==> config.mk <==
export PLATFORM = sky130hd
export DESIGN_NAME = gather_launch_ctrl
export DESIGN_NICKNAME = d
export VERILOG_FILES = /design/src/rtl/gather_launch_pkg.sv /design/src/rtl/gl_wait_timer.sv /design/src/rtl/gl_flit_seq.sv /design/src/rtl/gl_ctrl.sv /design/src/rtl/gather_launch_ctrl.sv
export SDC_FILE = /design/constraint.sdc
export NUM_CORES = 1
export LEC_CHECK = 0
export BUFFER_PORTS_ARGS = -buffer_cell sky130_fd_sc_hd__buf_2
export CAP_MARGIN = 30
export CORE_MARGIN = 5
export CORE_UTILIZATION = 35
export CTS_CLUSTER_SIZE = 10
export DETAILED_ROUTE_END_ITERATION = 16
export GPL_ROUTABILITY_DRIVEN = 0
export PLACE_DENSITY = 0.65
export SLEW_MARGIN = 20
export SYNTH_ARGS = -nofsm -noshare
export SYNTH_HDL_FRONTEND = slang
export SYNTH_SLANG_ARGS = --single-unit
==> constraint.sdc <==
create_clock -name clk -period 5.5 [get_ports clk]
set_input_delay 0.825 -clock clk [delete_from_list [all_inputs] [get_ports clk]]
set_output_delay 0.825 -clock clk [all_outputs]
set_load 0.1 [all_outputs]
==> src/rtl/gather_launch_pkg.sv <==
package gather_launch_pkg;

  typedef enum logic [1:0] {
    ST_IDLE = 2'd0,
    ST_HOLD = 2'd1,
    ST_SEND = 2'd2
  } gl_state_e;

  localparam logic [1:0] KIND_HEAD    = 2'b01;
  localparam logic [1:0] KIND_BODY    = 2'b10;
  localparam logic [1:0] KIND_TAIL    = 2'b11;
  localparam logic [1:0] PTYPE_GATHER = 2'b11;

endpackage

==> src/rtl/gl_wait_timer.sv <==
// Counts the cycles a word has been offered; flags the last allowed cycle.
module gl_wait_timer #(
  parameter int WAIT_W = 8
) (
  input  logic              clk,
  input  logic              rst_n,
  input  logic              run,
  input  logic [WAIT_W-1:0] cfg_wait,
  output logic              expired
);
  logic [WAIT_W-1:0] cnt_q;
  logic [WAIT_W:0]   eff_wait;

  // A zero interval still gives the merge unit one cycle.
  assign eff_wait = (cfg_wait == '0) ? (WAIT_W+1)'(1) : {1'b0, cfg_wait};
  assign expired  = run && (({1'b0, cnt_q} + (WAIT_W+1)'(1)) >= eff_wait);

  always_ff @(posedge clk) begin
    if (!rst_n)    cnt_q <= '0;
    else if (!run) cnt_q <= '0;
    else           cnt_q <= cnt_q + WAIT_W'(1);
  end
endmodule

==> src/rtl/gl_flit_seq.sv <==
// Emits one self-started gather packet while send_en is high.
module gl_flit_seq
  import gather_launch_pkg::*;
#(
  parameter int PAYLOAD_W = 32,
  parameter int ROW_W     = 3,
  parameter int COL_W     = 3,
  parameter int SPACE_W   = 3,
  parameter int PKT_FLITS = 4,
  parameter int BUF_COL   = 7
) (
  input  logic                 clk,
  input  logic                 rst_n,
  input  logic                 send_en,
  input  logic [PAYLOAD_W-1:0] payload,
  input  logic [ROW_W-1:0]     node_row,
  input  logic [COL_W-1:0]     node_col,
  input  logic                 inj_ready,
  output logic                 inj_valid,
  output logic [PAYLOAD_W+1:0] inj_flit,
  output logic                 done
);
  localparam int FLIT_W  = PAYLOAD_W + 2;
  localparam int IDX_W   = (PKT_FLITS > 2) ? $clog2(PKT_FLITS) : 1;
  localparam int DR_LSB  = COL_W;
  localparam int SC_LSB  = COL_W + ROW_W;
  localparam int SR_LSB  = 2 * COL_W + ROW_W;
  localparam int SP_LSB  = 2 * COL_W + 2 * ROW_W;
  localparam logic [IDX_W-1:0]   LAST_IDX = IDX_W'(PKT_FLITS - 1);
  localparam logic [COL_W-1:0]   DST_COL  = COL_W'(BUF_COL);
  localparam logic [SPACE_W-1:0] FREE_CNT = SPACE_W'(PKT_FLITS - 2);

  logic [IDX_W-1:0] idx_q;
  logic             fire;

  assign inj_valid = send_en;
  assign fire      = inj_valid && inj_ready;
  assign done      = fire && (idx_q == LAST_IDX);

  always_ff @(posedge clk) begin
    if (!rst_n)    idx_q <= '0;
    else if (done) idx_q <= '0;
    else if (fire) idx_q <= idx_q + IDX_W'(1);
  end

  always_comb begin
    inj_flit = '0;
    if (idx_q == '0) begin
      inj_flit[FLIT_W-1 -: 2]     = KIND_HEAD;
      inj_flit[FLIT_W-3 -: 2]     = PTYPE_GATHER;
      inj_flit[0 +: COL_W]        = DST_COL;
      inj_flit[DR_LSB +: ROW_W]   = node_row;
      inj_flit[SC_LSB +: COL_W]   = node_col;
      inj_flit[SR_LSB +: ROW_W]   = node_row;
      inj_flit[SP_LSB +: SPACE_W] = FREE_CNT;
    end else begin
      inj_flit[FLIT_W-1 -: 2] = (idx_q == LAST_IDX) ? KIND_TAIL : KIND_BODY;
      if (idx_q == IDX_W'(1)) inj_flit[PAYLOAD_W-1:0] = payload;
    end
  end
endmodule

==> src/rtl/gl_ctrl.sv <==
// Holds the word and decides between piggyback and self-launch.
module gl_ctrl
  import gather_launch_pkg::*;
#(
  parameter int PAYLOAD_W = 32,
  parameter int SPACE_W   = 3
) (
  input  logic                 clk,
  input  logic                 rst_n,
  input  logic                 pe_valid,
  input  logic [PAYLOAD_W-1:0] pe_data,
  output logic                 pe_ready,
  input  logic                 leftmost,
  input  logic                 up_ack,
  input  logic                 up_nack,
  input  logic                 hdr_valid,
  input  logic [SPACE_W-1:0]   hdr_space,
  input  logic                 timer_expired,
  input  logic                 send_done,
  output logic                 holding,
  output logic                 send_en,
  output logic [PAYLOAD_W-1:0] held_word
);
  gl_state_e state_q;
  logic      hdr_full;
  logic      give_up;

  assign hdr_full = hdr_valid && (hdr_space == '0);
  assign give_up  = up_nack || hdr_full || timer_expired;
  assign pe_ready = (state_q == ST_IDLE);
  assign holding  = (state_q == ST_HOLD);
  assign send_en  = (state_q == ST_SEND);

  always_ff @(posedge clk) begin
    if (!rst_n) begin
      state_q   <= ST_IDLE;
      held_word <= '0;
    end else begin
      unique case (state_q)
        ST_IDLE: if (pe_valid) begin
          held_word <= pe_data;
          state_q   <= leftmost ? ST_SEND : ST_HOLD;
        end
        ST_HOLD: begin
          if (up_ack)       state_q <= ST_IDLE;
          else if (give_up) state_q <= ST_SEND;
        end
        ST_SEND: if (send_done) state_q <= ST_IDLE;
        default: state_q <= ST_IDLE;
      endcase
    end
  end
endmodule

==> src/rtl/gather_launch_ctrl.sv <==
module gather_launch_ctrl #(
  parameter int PAYLOAD_W = 32,
  parameter int ROW_W     = 3,
  parameter int COL_W     = 3,
  parameter int SPACE_W   = 3,
  parameter int WAIT_W    = 8,
  parameter int PKT_FLITS = 4,
  parameter int BUF_COL   = 7
) (
  input  logic                 clk,
  input  logic                 rst_n,
  input  logic                 pe_valid,
  output logic                 pe_ready,
  input  logic [PAYLOAD_W-1:0] pe_data,
  output logic                 offer_valid,
  output logic [PAYLOAD_W-1:0] offer_data,
  input  logic                 up_ack,
  input  logic                 up_nack,
  input  logic                 hdr_valid,
  input  logic [SPACE_W-1:0]   hdr_space,
  input  logic [WAIT_W-1:0]    cfg_wait,
  input  logic [ROW_W-1:0]     node_row,
  input  logic [COL_W-1:0]     node_col,
  output logic                 inj_valid,
  input  logic                 inj_ready,
  output logic [PAYLOAD_W+1:0] inj_flit
);
  logic                 holding;
  logic                 send_en;
  logic                 timer_expired;
  logic                 send_done;
  logic                 leftmost;
  logic [PAYLOAD_W-1:0] held_word;

  assign leftmost    = (node_col == '0);
  assign offer_valid = holding;
  assign offer_data  = held_word;

  gl_ctrl #(.PAYLOAD_W(PAYLOAD_W), .SPACE_W(SPACE_W)) u_ctrl (
    .clk(clk), .rst_n(rst_n),
    .pe_valid(pe_valid), .pe_data(pe_data), .pe_ready(pe_ready),
    .leftmost(leftmost), .up_ack(up_ack), .up_nack(up_nack),
    .hdr_valid(hdr_valid), .hdr_space(hdr_space),
    .timer_expired(timer_expired), .send_done(send_done),
    .holding(holding), .send_en(send_en), .held_word(held_word)
  );

  gl_wait_timer #(.WAIT_W(WAIT_W)) u_timer (
    .clk(clk), .rst_n(rst_n), .run(holding),
    .cfg_wait(cfg_wait), .expired(timer_expired)
  );

  gl_flit_seq #(
    .PAYLOAD_W(PAYLOAD_W), .ROW_W(ROW_W), .COL_W(COL_W),
    .SPACE_W(SPACE_W), .PKT_FLITS(PKT_FLITS), .BUF_COL(BUF_COL)
  ) u_seq (
    .clk(clk), .rst_n(rst_n), .send_en(send_en), .payload(held_word),
    .node_row(node_row), .node_col(node_col), .inj_ready(inj_ready),
    .inj_valid(inj_valid), .inj_flit(inj_flit), .done(send_done)
  );
endmodule

-- Word-level counts from Yosys, hierarchy flattened
Index checks and enable logic that the tools add are counted.
- add/sub/neg operators: 3
- multipliers: 0
- divide/modulo/power cells: 0
- magnitude comparators: 1
- equal/unequal tests: 7
- shifts and indexed selects: 0
- muxes and demuxes: 12
- bitwise logic cells: 1
- reductions and logical operators: 15
- operator list (operator ; number):
    two-way mux 32 bit ; 1
    two-way mux 15 bit ; 2
    two-way mux 2 bit ; 5
    adder 8 x 1 -> 9 bit, second input constant ; 1
    >= comparator 9 bit ; 1
    adder 8 x 1 -> 8 bit, second input constant ; 1
    logical NOT 8 bit ; 1
    two-way mux 8 bit ; 1
    logical NOT 3 bit ; 2
    one-hot mux 2 bit (3 select lines) ; 1
    == test 2 x 1 -> 1 bit, second input constant ; 2
    == test 2 bit, second input constant ; 2
    logical AND 1 bit ; 4
    logical NOT 2 bit ; 2
    two-way mux 4 bit ; 1
    inequality test 2 bit, second input constant ; 2
    AND reduction 2 bit ; 2
    inequality test 3 bit, second input constant ; 1
    AND reduction 3 bit ; 1
    adder 2 x 1 -> 2 bit, second input constant ; 1
    logical OR 1 bit ; 2
    OR reduction 2 bit ; 1
    two-way mux 1 bit ; 1
    inverter 1 bit ; 1
- flip-flop bits (word level): 44
- bits in latches: 0
- bits in writable memories: 0
- ROM bits: 0
- input bits: 56
- output and inout port bits: 69
- word-level logic and storage cells: 43
- memories kept: 0

-- Depth between registers and ports, before layout
Gate-level depths: netlist of run 1.
- depth in word-level cells: 8
- mapped depth: 9
- mapped depth without buffers: 9

-- Hierarchy
A second synthesis of run 1 with hierarchy kept.
- cell total of the unflattened synthesis: 284
- area total of the unflattened synthesis: 2603.7 sq um
- by module, submodules not included (module ; instances ; cells an instance ; area an instance (sq um) ; sequential area each (sq um)):
    gl_ctrl ; 1 ; 163 ; 1564.0 ; 680.7
    gl_wait_timer ; 1 ; 65 ; 561.8 ; 160.2
    gl_flit_seq ; 1 ; 55 ; 467.9 ; 40.0
    gather_launch_ctrl ; 1 ; 1 ; 10.0 ; 0.0

-- Worst setup path before layout of run 1
No wires, ideal clock.
- kind: register to output
- start: register u_ctrl.held_word[6]
- end: output inj_flit[6]
- data arrival time: 3.174 ns
- data required time: 4.675 ns
- slack: 1.501 ns
- cell stages (with the launch flop): 3
- buffers on the path: 0
- cells stage by stage: dfxtp_1 nand2_1 o21ai_0
- longest elaborated chain between the ends: 2
- RTL lines (what ; line ; source):
    from (decl) ; gl_ctrl.sv:22 ; output logic [PAYLOAD_W-1:0] held_word
    from (signal assigned) ; gl_ctrl.sv:41 ; held_word <= pe_data;
    two-way mux 32 bit ; gl_flit_seq.sv:58 ; if (idx_q == IDX_W'(1)) inj_flit[PAYLOAD_W-1:0] = payload;
    two-way mux 15 bit ; gl_flit_seq.sv:48 ; if (idx_q == '0) begin
    to (decl) ; gather_launch_ctrl.sv:26 ; output logic [PAYLOAD_W+1:0] inj_flit
Every way passes these cells.

-- Final worst setup path of run 1
- start: register u_seq.idx_q[0]
- end: output inj_flit[26]
- longest elaborated chain between the ends: 3
- elaborated cells on any way between the ends: 4
- those cells by class: eq/ne: 1; mux: 2; reduce/logical: 1
- RTL lines (what ; line ; source):
    from (decl) ; gl_flit_seq.sv:33 ; logic [IDX_W-1:0] idx_q;
    from (signal assigned) ; gl_flit_seq.sv:43 ; else if (fire) idx_q <= idx_q + IDX_W'(1);
    == test 2 x 1 -> 1 bit ; gl_flit_seq.sv:58 ;
    two-way mux 32 bit ; gl_flit_seq.sv:58 ;
    two-way mux 15 bit (*) ; gl_flit_seq.sv:48 ;
Every way passes the cells marked *; elsewhere a longest branch is shown, timed or not.

==> results of run 1 <==
## final timing paths
check,to,slack (ps)
max reg2reg,u_ctrl.state_q[1]$_SDFFE_PN0P_,3160
max,inj_flit[26],2240
min reg2reg,u_ctrl.held_word[29]$_SDFFE_PN0P_,470
min,u_ctrl.held_word[29]$_SDFFE_PN0P_,470
## Yosys cell counts (2+ instances only)
cell and n:
nor3_1 4, nand3_1 5, and3_1 3, buf_6 2, o21ai_0 4, a21o_1 2, and2_1 18, ha_1 12
a21boi_0 28, clkbuf_1 9, xor2_1 4, a22o_1 6, nand4_1 2, a21boi_1 4, a21oi_1 4, nor2b_1 10
nor2_1 6, xnor2_1 2, inv_1 14, dfxtp_1 44, nand2_1 91, buf_2 2
## registers in the layout, indices dropped and copies added, names as in the netlist
signal            count
u_ctrl.held_word     32
u_timer.cnt_q         8
u_seq.idx_q           2
u_ctrl.state_q        2
## where the power goes
group          switching [mW]  leakage (nW)  total [mW]  internal [mW]
Combinational           0.297          1.15       0.367         0.0695
Clock                   0.101        0.0410       0.187         0.0865
Sequential             0.0176         0.360       0.358          0.341
## layout make-up
| type | count | share of cell area |
|---|---|---|
| inverters | 14 | 0.0173 |
| clock inverters | 1 | 0.00165 |
| repair buffers | 127 | 0.218 |
| flip-flops and latches | 44 | 0.290 |
| multi-input cells | 216 | 0.418 |
| well taps | 77 | 0.0317 |
| clock buffers | 6 | 0.0239 |
## cells by family after synthesis
group / share of synthesized area
compound gates: 0.177
xor+xnor: 0.0230
fa+ha+maj: 0.0658
buf+inv: 0.0570
flops: 0.386
mux: 0.00439
simple gates: 0.287
## stage by stage
step	setup WS (ps)	hold WS, ps	power (mW)
2_1_floorplan	1500	445	0.662
3_3_place_gp	2200	454	0.726
3_5_place_dp	2520	463	0.736
6_report	2240	473	0.913
5_1_grt	2050	494	0.962
4_1_cts	2190	474	0.925
## metal layers
layer  track usage  share of wire  routed length [um]
met1         0.180           0.42                2700
met2         0.269           0.50                3200
met3        0.0433          0.065                 415
met4        0.0447          0.011                  71
met5             0              0                   0
## worst reg2reg max path, stage by stage (launching register included)
cell and delay, ps:
dfxtp_1 420, ha_1 220, nand3_1 140, nor2_1 140, xor2_1 210, ha_1 270, and3_2 190, a221oi_2 350
a31oi_2 150, mux2i_1 130
==> reports/metrics.cfg, run 1 <==
[die]
rows=29
fp.dieH_um=90.7
die-area_sq_um=8230
initial_core_util=0.359
die_w_um=90.7
ios=125
core_sq_um=6350

[clock_tree]
cts_root_buffer=clkbuf_8
cts_sinks=44
cts_resized=0
hold_buffers=0
clock_path_buffers=2
cts_tree=built
clk_latency_ps=280
clk_pin_slew_worst_paths_ps=80
postCtsSetupBuffers=0
cts_inserted_buffers=5
htreeDepth=2

[place]
postPlaceCellArea_sq_um=2960
port_buffers=124
post-dp-hpwl_um=5030
dp.cells=478

[sta]
max_freq_ghz=0.307
slew_viol_final=0
skew_ps=8.40
finalCritPeriodShare=0.592
finalCriticalPeriod_ps=3260
worstMarginPinSlew_ps=603
finalHoldViolCount=0
grt_setup_unrepaired=false
setup_viol=0
relSlewSlack=0.598
finalSetupTns_ps=0

[synth]
ys_seq_elements=44
synth.area.top_cells=dfxtp_1, nand2_1, a21boi_0
synth_edf_count=0
synthFlopType=dfxtp_1
ys_seq_area_frac=0.386
netlist_instances=289
synth_nets=357
ys_types=35
synth_top_area_share=0.386
yosys_warnings=0
synthArstFlopShare=0
post_synth_instance_area_sq_um=2280
yosys.area.top_type=dfxtp_1
avgSynthCellArea_sq_um=7.89

[finish]
diodes=0
fillers=655
fin_cells=485
finalInstanceArea_sq_um=3040
nNetsFinal=476
final_util=0.479
final_layout_size_suffix_gt1_frac=0.336
final_cell_mix=buf_2, nand2_1, dfxtp_1
seqCellArea_sq_um=881
syn2layout_area_growth_pct=33.3
mostFrequentLayoutCell=buf_2
multi_input_area_sq_um=1270

[routing]
routed-via-count=2284
drt_iter0_markers=52
dr.pass1.iters=4
ant_nets=0
drc=0
vias_per_cell=4.71
wirelength_um=6390
drt-wirelength-per-cell_um=13.2

[critical_path]
crit_start=u_seq.idx_q[0]$_SDFFE_PP0P_
worst_path_largest_cell_delay_ps=450
path_depth=5
worst_setup_path_start_kind=register
arrival_ps=2430
end_kind=output pin
cp_max_fo=17
path_delay_family=buffers and inverters
cp.required_ps=4680
cpMaxStageDelayCell=nor2b_1
reg2reg_depth=9
criticalPathCategory=register to output pin
path_cells=ha_1 -> nor2b_1 -> buf_4 -> and2_1 -> buf_2
r2r_start=u_timer.cnt_q[0]$_SDFF_PN0_
worst-path-buf-inv=2

[grt]
grt_pass1_vias=2187
grt_pass1_wl_um=10500
antenna_found_initial=0
grt.total_usage=0.153
grt_max_degree=41
grt-ovfl-total=0

[power_and_ir_drop]
powerDensity_nw_per_um2=300
peakVddDrop_mv=0.134
p_leak_nw=1.55

[hold_path]
min_path_cells=2
worstHoldStart=u_ctrl.held_word[29]$_SDFFE_PN0P_
hold_class=register to register

[status]
status=completed

[job]
drv_cap=0

(Power assumes the default switching activity.)
==> inputs of run 2 (changes only) <==
==> constraint.sdc (replaced) <==
create_clock -name clk -period 3 [get_ports clk]
set_input_delay 0.45 -clock clk [delete_from_list [all_inputs] [get_ports clk]]
set_output_delay 0.45 -clock clk [all_outputs]
set_load 0.1 [all_outputs]
==> run 2 against run 1 <==
Compared with the run above: die area unchanged; clock skew down 0.89 ps; clock power up 110%; worst hold slack worse by 79 ps; sequential power up 83%; core utilization up 5.4 points; combinational power up 87%; sequential share of layout area down 2.9 points; via count down 0.13%; setup slack worse by 1700 ps; non-clock buffer count unchanged; highest routed layer unchanged.
==> reports/metrics.cfg, run 2 (synthesized netlist as in run 1, its figures left out) <==
[power_and_ir_drop]
switchingPower_uw=782
p_leak_nw=1.63
powerDensity_nw_per_um2=513
peakVddDrop_mv=0.310
p_int_uw=954
pwr-share-seq=0.378
p_comb_frac=0.396
p_clk_frac=0.226
swShare=0.451
design_power_total_mw=1.74

[finish]
reg_top3=u_ctrl.held_word x32, u_timer.cnt_q x8
seqCellArea_sq_um=881
multi_input_area_sq_um=1270
fillers=615
final_layout_size_suffix_gt1_frac=0.340
largest_register=u_ctrl.held_word
syn2layout_area_growth_pct=48.4
largest_register_ffs=32
final_cell_mix=buf_2, nand2_1, dfxtp_1
nNetsFinal=476
mostFrequentLayoutCell=buf_2
diodes=0

[clock_tree]
postCtsSetupBuffers=0
cts_inserted_buffers=5
cts_root_buffer=clkbuf_8
cts_tree=built
clock_path_buffers=2
clk_latency_ps=290
hold_buffers=0
clk_pin_slew_worst_paths_ps=90
cts_sinks=44
htreeDepth=2
cts_resized=0

[sta]
slew_viol_final=0
skew_ps=7.51
worstMarginPinSlew_ps=601
worst_slack_ps=567
finalSetupTns_ps=0
max_freq_ghz=0.411
whs_ps=394
finalCritPeriodShare=0.811
finalHoldViolCount=0
setup_viol=0
relSlewSlack=0.600
grt_setup_unrepaired=false
finalCriticalPeriod_ps=2430

[routing]
drt-wirelength-per-cell_um=13.7
wl_met2_um=3350
drc=0
wirelength_um=6640
ant_nets=0
drt_iter0_markers=68
top_layer=met4
wl_met1_um=2810
vias_per_cell=4.69
wl_met3_um=410
routed-via-count=2281
dr.pass1.iters=4

[grt]
antenna_found_initial=0
grt_pass1_wl_um=10800
grt.total_usage=0.159
grt_max_degree=41
grt_pass1_vias=2193
grt-ovfl-total=0

[die]
fp.dieH_um=90.7
die_w_um=90.7
core_sq_um=6350
initial_core_util=0.359
die-area_sq_um=8230
rows=29
ios=125

[place]
pre_cts_ws_ps=768
port_buffers=124
post-dp-hpwl_um=5320

[critical_path]
worst_setup_path_start_kind=register
arrival_ps=1980
end_kind=output pin
criticalPathCategory=register to output pin
cpMaxStageDelayCell=ha_1
worst_path_largest_cell_delay_ps=450
cp_max_fo=14
critPathMostFrequentCell=inv_1
cp.required_ps=2550
path_cells=inv_1 -> ha_1 -> inv_1 -> nand2_1 -> buf_2

[job]
drv_cap=0

[status]
status=completed

[hold_path]
hold_class=primary input to register

==> run 2: changes by cell type in the layout (fill, tap and decap cells not counted), moves of 3 or more <==
cell     before  now
buf_12        0   23
buf_2       124  101
o21ai_0       4    1
o21ai_1       0    3
==> run 2: power groups by stage <==
stage	logic (mW)	clock network, mW	registers, mW
finish	0.688	0.392	0.656
global route	0.724	0.429	0.663
CTS	0.694	0.410	0.657
detailed placement	0.693	0	0.670
global placement	0.689	0	0.668
floorplan	0.295	0	0.919
==> run 2: layout make-up <==
type / instances / share of cell area
multi-input cells: 216 / 0.375
repair buffers: 127 / 0.292
flip-flops and latches: 44 / 0.260
well taps: 77 / 0.0285
clock buffers: 6 / 0.0244
inverters: 14 / 0.0155
clock inverters: 2 / 0.00407
==> run 2: per-stage QoR <==
step	util	instances	cell area, sq um
final	0.533	486	3380
after global routing	0.533	486	3380
after global placement	0.518	478	3290
after CTS	0.533	486	3380
after floorplan	-	289	2280
after detailed placement	0.518	478	3290
==> run 2: final timing paths <==
path	slack, ps	end	cells past startpoint	startpoint
worst min-delay path	390	u_ctrl.held_word[10]$_SDFFE_PN0P_	3	pe_data[10]
worst max-delay path	570	inj_flit[13]	5	u_seq.idx_q[0]$_SDFFE_PP0P_
worst max register to register	750	u_ctrl.state_q[1]$_SDFFE_PN0P_	9	u_timer.cnt_q[0]$_SDFF_PN0_
worst min register to register	480	u_ctrl.held_word[16]$_SDFFE_PN0P_	2	u_ctrl.held_word[16]$_SDFFE_PN0P_
==> run 2: layer usage <==
layer / global-route usage / up-vias
li1: - / 1180
met1: 0.188 / 1039
met2: 0.281 / 58
met3: 0.0375 / 4
met4: 0.0459 / 0
met5: 0 / -
==> run 2: critical path, delay by kind of cell (launching register included) <==
family | cells | cell delay [ps]
AND/OR/NAND/NOR | 1 | 110
flip-flops | 1 | 360
adder cells (fa/ha/maj) | 1 | 450
buffers and inverters | 3 | 770
